==> src/rtl/rxq_pkg.sv <==
package rxq_pkg;
  typedef struct packed {
    logic brk;
    logic frm;
    logic par;
  } rxq_marks_t;
endpackage

==> src/rtl/rxq_hold_stage.sv <==
module rxq_hold_stage
  import rxq_pkg::*;
#(
  parameter int DW = 8
) (
  input  logic          clk,
  input  logic          rst,
  input  logic          in_valid,
  input  logic [DW-1:0] in_data,
  input  rxq_marks_t    in_marks,
  input  logic          space,
  input  logic          clr_err,
  output logic          hold_v,
  output logic [DW-1:0] hold_data,
  output rxq_marks_t    hold_marks,
  output logic          wr_valid,
  output logic          ovr_flag
);
  logic ovr_event;

  assign wr_valid  = hold_v & space;
  assign ovr_event = in_valid & hold_v & ~space;

  always_ff @(posedge clk) begin
    if (rst) begin
      hold_v     <= 1'b0;
      hold_data  <= '0;
      hold_marks <= '0;
    end else if (in_valid) begin
      hold_v     <= 1'b1;
      hold_data  <= in_data;
      hold_marks <= in_marks;
    end else if (wr_valid) begin
      hold_v <= 1'b0;
    end
  end

  always_ff @(posedge clk) begin
    if (rst)            ovr_flag <= 1'b0;
    else if (ovr_event) ovr_flag <= 1'b1;
    else if (clr_err)   ovr_flag <= 1'b0;
  end

  assert_overrun_replace_R7: assert property (@(posedge clk) disable iff (rst)
    (in_valid && hold_v && !space) |=> (ovr_flag && hold_v && hold_data == $past(in_data)));

  assert_overrun_sticky_R8: assert property (@(posedge clk) disable iff (rst)
    (ovr_flag && !clr_err) |=> ovr_flag);
endmodule

==> src/rtl/rxq_occupancy.sv <==
module rxq_occupancy #(
  parameter int DEPTH = 16,
  parameter int CW    = 5
) (
  input  logic          clk,
  input  logic          rst,
  input  logic          pop_req,
  input  logic          wr_valid,
  output logic          space,
  output logic [CW-1:0] fill,
  output logic [CW-1:0] fill_next
);
  localparam logic [CW-1:0] CAP = CW'(DEPTH);

  logic          pop_eff;
  logic [CW-1:0] after_pop;

  assign pop_eff   = pop_req & (fill != '0);
  assign after_pop = fill - CW'(pop_eff);
  assign space     = after_pop < CAP;
  assign fill_next = after_pop + CW'(wr_valid);

  always_ff @(posedge clk) begin
    if (rst) fill <= '0;
    else     fill <= fill_next;
  end

  assert_fill_bound_R12: assert property (@(posedge clk) disable iff (rst)
    fill <= CAP);

  assert_empty_pop_R3: assert property (@(posedge clk) disable iff (rst)
    (fill == '0 && !wr_valid) |=> fill == '0);
endmodule

==> src/rtl/rxq_alarm.sv <==
module rxq_alarm #(
  parameter int CW = 5
) (
  input  logic          clk,
  input  logic          rst,
  input  logic          wr_valid,
  input  logic [CW-1:0] fill_next,
  input  logic [CW-1:0] alarm_lvl,
  input  logic [CW-1:0] release_lvl,
  output logic          afull
);
  logic set_hit;
  logic release_hit;

  assign set_hit     = wr_valid & (fill_next > alarm_lvl);
  assign release_hit = fill_next <= release_lvl;

  always_ff @(posedge clk) begin
    if (rst)              afull <= 1'b0;
    else if (set_hit)     afull <= 1'b1;
    else if (release_hit) afull <= 1'b0;
  end

  assert_afull_rise_R10: assert property (@(posedge clk) disable iff (rst)
    $rose(afull) |-> $past(wr_valid));

  assert_afull_hold_R11: assert property (@(posedge clk) disable iff (rst)
    (afull && fill_next > release_lvl) |=> afull);
endmodule

==> src/rtl/rxq_status_tracker.sv <==
module rxq_status_tracker
  import rxq_pkg::*;
#(
  parameter int DW    = 8,
  parameter int DEPTH = 16,
  localparam int CW   = $clog2(DEPTH + 1)
) (
  input  logic          clk,
  input  logic          rst,
  input  logic          in_valid,
  input  logic [DW-1:0] in_data,
  input  logic          in_brk,
  input  logic          in_frm,
  input  logic          in_par,
  input  logic          pop_req,
  input  logic [CW-1:0] alarm_lvl,
  input  logic [CW-1:0] release_lvl,
  input  logic          clr_err,
  output logic          wr_valid,
  output logic [DW-1:0] wr_data,
  output logic          wr_brk,
  output logic          wr_frm,
  output logic          wr_par,
  output logic [CW-1:0] fill_level,
  output logic          data_ready,
  output logic          ovr_flag,
  output logic          afull_flag
);
  localparam logic [CW-1:0] CAP = CW'(DEPTH);

  rxq_marks_t    in_marks;
  rxq_marks_t    hold_marks;
  logic          hold_v;
  logic          space;
  logic [CW-1:0] fill_next;

  assign in_marks = '{brk: in_brk, frm: in_frm, par: in_par};

  rxq_hold_stage #(.DW(DW)) u_hold (
    .clk       (clk),
    .rst       (rst),
    .in_valid  (in_valid),
    .in_data   (in_data),
    .in_marks  (in_marks),
    .space     (space),
    .clr_err   (clr_err),
    .hold_v    (hold_v),
    .hold_data (wr_data),
    .hold_marks(hold_marks),
    .wr_valid  (wr_valid),
    .ovr_flag  (ovr_flag)
  );

  rxq_occupancy #(.DEPTH(DEPTH), .CW(CW)) u_occ (
    .clk      (clk),
    .rst      (rst),
    .pop_req  (pop_req),
    .wr_valid (wr_valid),
    .space    (space),
    .fill     (fill_level),
    .fill_next(fill_next)
  );

  rxq_alarm #(.CW(CW)) u_alarm (
    .clk        (clk),
    .rst        (rst),
    .wr_valid   (wr_valid),
    .fill_next  (fill_next),
    .alarm_lvl  (alarm_lvl),
    .release_lvl(release_lvl),
    .afull      (afull_flag)
  );

  assign wr_brk     = hold_marks.brk;
  assign wr_frm     = hold_marks.frm;
  assign wr_par     = hold_marks.par;
  assign data_ready = fill_level != '0;

  assert_pop_first_R4: assert property (@(posedge clk) disable iff (rst)
    (fill_level == CAP && hold_v && pop_req) |-> wr_valid);

  assert_full_only_overrun_R9: assert property (@(posedge clk) disable iff (rst)
    (in_valid && fill_level < CAP) |=> !$rose(ovr_flag));
endmodule

==> config.mk <==
export PLATFORM = sky130hd
export DESIGN_NAME = rxq_status_tracker
export DESIGN_NICKNAME = d
export VERILOG_FILES = /design/src/rtl/rxq_pkg.sv /design/src/rtl/rxq_hold_stage.sv /design/src/rtl/rxq_occupancy.sv /design/src/rtl/rxq_alarm.sv /design/src/rtl/rxq_status_tracker.sv
export SDC_FILE = /design/constraint.sdc
export NUM_CORES = 1
export LEC_CHECK = 0
export ABC_AREA = 1
export CAP_MARGIN = 20
export CORE_ASPECT_RATIO = 1.5
export CORE_MARGIN = 2
export CORE_UTILIZATION = 30
export CTS_CLUSTER_DIAMETER = 60
export DETAILED_ROUTE_END_ITERATION = 10
export PLACE_DENSITY = 0.61
export RECOVER_POWER = 100
export SYNTH_ARGS = -nofsm -noshare
export SYNTH_HDL_FRONTEND = slang
export SYNTH_HIERARCHICAL = 1
export SYNTH_SLANG_ARGS = --single-unit
==> constraint.sdc <==
create_clock -name clk -period 8.4 [get_ports clk]
set_clock_uncertainty 0.15 [all_clocks]
set_input_delay 1.26 -clock clk [delete_from_list [all_inputs] [get_ports clk]]
set_output_delay 1.26 -clock clk [all_outputs]
set_load 0.02 [all_outputs]
==> metrics.cfg <==
[outcome]
outcome = finished clean

[yosys]
syn-num-nets = 210
synth_seq_cells = 19
postSynthAreaPerCell_sq_um = 7.272
synth_cells = 170
synth_area_sq_um = 1236
yosysWarnings = 6
synthDistinctLibCells = 19
seq_area_frac_synth_pct = 30.77

[cells_and_area]
n_antenna_cell = 0
fin_area_sq_um = 1713
final_cells = 261
final_nets = 257
regArea_sq_um = 380.4
area_delta_synth_final_pct = 38.56
fill_cells = 420
drive_gt1_share_pct = 10.19
final_cell_mix = 49 x nand2_1, 36 x inv_1, 23 x clkdlybuf4s50_1, 22 x dlygate4sd3_1, 19 x dfxtp_1
final_common_cell = nand2_1
multiInputGateArea_sq_um = 640.6

[clock_tree]
cts.htree.levels = 1
clkTransAtPathRegs_ns = 0.07
ctsRootBufferMaster = clkbuf_8
clock_sinks = 19
cts_buffers = 3
postCtsSetupBuffers = 0
clkLatencyLatePin_ns = 0.25
ctsHoldBuffers = 0
cts_resized = 0
cts_tree = built
cts_buffer_depth = 2

[setup_path]
critPathRequiredTime_ns = 6.99
crit_top_cell = inv_1
crit_cells = 11
crit_chain = dlygate4sd3_1 > o21ai_0 > inv_1 > ha_1 > ha_1 > nand3_1 > nand2_1 > inv_1 > nand2_1 > inv_1 > dlygate4sd3_1
path_delay_family = buffers and inverters
r2r_slack_ns = 4.64
path_class = input port to output port
cpPeakStageDelay_ns = 0.68
endpoint_kind = output port
cp-start-kind = input port
critPathSlowestCell = dlygate4sd3_1
r2r_cells = 25
cp_data_arrival_time_ns = 3.47
critPathBufInv = 5
worstPathMaxFanout = 4

[place]
dp_cells = 257
hpwlAfterDp_um = 2100
dpl_cell_area_sq_um = 1713
io_buffers = 45
pre_cts_slack_ns = 3.706
gp_congestion = 0.8464

[timing]
setup_tns_ns = 0
max-slew-margin-rel_pct = 40.97
finalCriticalPeriod_ns = 4.883
hold_violations = 0
layout_setup_ws_ns = 3.517
rsz0062_at_grt = false
setup_violations = 0
fin_crit_sh_pct = 58.14
worst_pin_slew_ns = 0.8826
max_clock_freq_ghz = 0.2048
report.final.slew_viol_count = 0

[routing]
vias = 1122
wl_per_cell_um = 10.05
drt-pass1-iter-count = 4
drcViolationCount = 0
drt_iter0_drc = 23
routed_wl_um = 2622
viasPerCell = 4.299
ant_nets = 0

[power]
power.density_nw_per_um2 = 292.3
ir_drop_v = 0.0001639
leakage_nw = 0.8711

[hold_path]
holdPathStages = 2
hold_class = flip-flop to flip-flop

[grt]
track_usage_pct = 11.70
grt_max_degree = 20
grt_pass1_vias = 1054
antenna_found_initial = 0
grt_remaining_overflow = 0
grt_pass1_wl_um = 4374

[floorplan]
die_y_um = 82.62
initial_core_util_pct = 31.23
coreArea_sq_um = 3959
die_w_um = 56.41
die_area_sq_um = 4661
io_pins = 46
row_count = 28

[flow_run]
cap_violations = 0

metrics by stage:
step / power [mW] / hold WS (ns) / util, %
3_3_place_gp: 0.4615 / 0.3042 / 43.27
2_1_floorplan: 0.3668 / 0.3113 / -
4_1_cts: 0.5314 / 0.3211 / 44.44
3_5_place_dp: 0.4641 / 0.3083 / 43.27
5_1_grt: 0.5609 / 0.3367 / 43.27
6_report: 0.5007 / 0.3100 / 43.27
final timing paths:
kind,startpoint,endpoint
worst max-delay path,pop_req,wr_valid
worst min-delay path,u_hold/hold_marks[1],u_hold/hold_marks[1]
worst max register to register,u_occ/fill[2],u_alarm/afull
worst min register to register,u_hold/hold_marks[1],u_hold/hold_marks[1]
layer usage:
layer	GRT usage, %	vias to the layer above	routed length (um)
met4	5.714	0	21
met5	0	-	0
met2	21.53	22	1351
met3	1.246	2	100
met1	13.45	491	1149
li1	-	607	-
cells in the mapped netlist:
cell      number  area share [%]
inv_1         34              10
a21oi_2       12             8.5
nand2_4        1            0.91
o21ai_0        1            0.40
a21oi_1        4             1.6
nor2_1         8             2.4
inv_2          3            0.91
nor2_2         5             2.5
nor3_1         1            0.40
nand3_2        2             1.6
nand3_1        7             2.8
nand2_1       47              14
ha_1          14              14
nand2_2        6             3.0
buf_4          1            0.61
a21boi_0       2             1.2
buf_6          2             1.8
nor2_8         1             1.6
dfxtp_1       19              31
state kept, by name, summed over array words and instances (netlist names):
signal / count
u_hold/hold_marks: 3
u_alarm/afull: 1
u_occ/fill: 5
u_hold/hold_v: 1
u_hold/hold_data: 8
u_hold/ovr_flag: 1
final cells by class:
cell class	instances	share of cell area (%)
repair buffers	45	26.30
clock inverters	1	0.2922
well taps	45	3.287
inverters	37	8.108
multi-input cells	111	37.40
clock buffers	3	2.411
flip-flops and latches	19	22.21
worst reg2reg max path: cells and delay by family (launching register included):
family / cells / cell delay, ns
adders and majority gates: 5 / 1.11
and+or+nand+nor: 13 / 1.39
DFF: 1 / 0.37
buffers and inverters: 5 / 0.37
AOI/OAI and AO/OA: 2 / 0.28
kinds of logic after synthesis:
logic type      after synthesis  synth area share [%]
simple gates                 78                 29.66
compound gates               19                 11.74
buf+inv                      40                 13.66
flops                        19                 30.77
fa+ha+maj                    14                 14.17
power breakdown:
group | switching, mW | internal, mW
Combinational | 0.184 | 0.131
Sequential | 0.0154 | 0.106
Clock | 0.0316 | 0.0330
Total | 0.231 | 0.270
No activity file was read; power rests on OpenSTA's default activity.
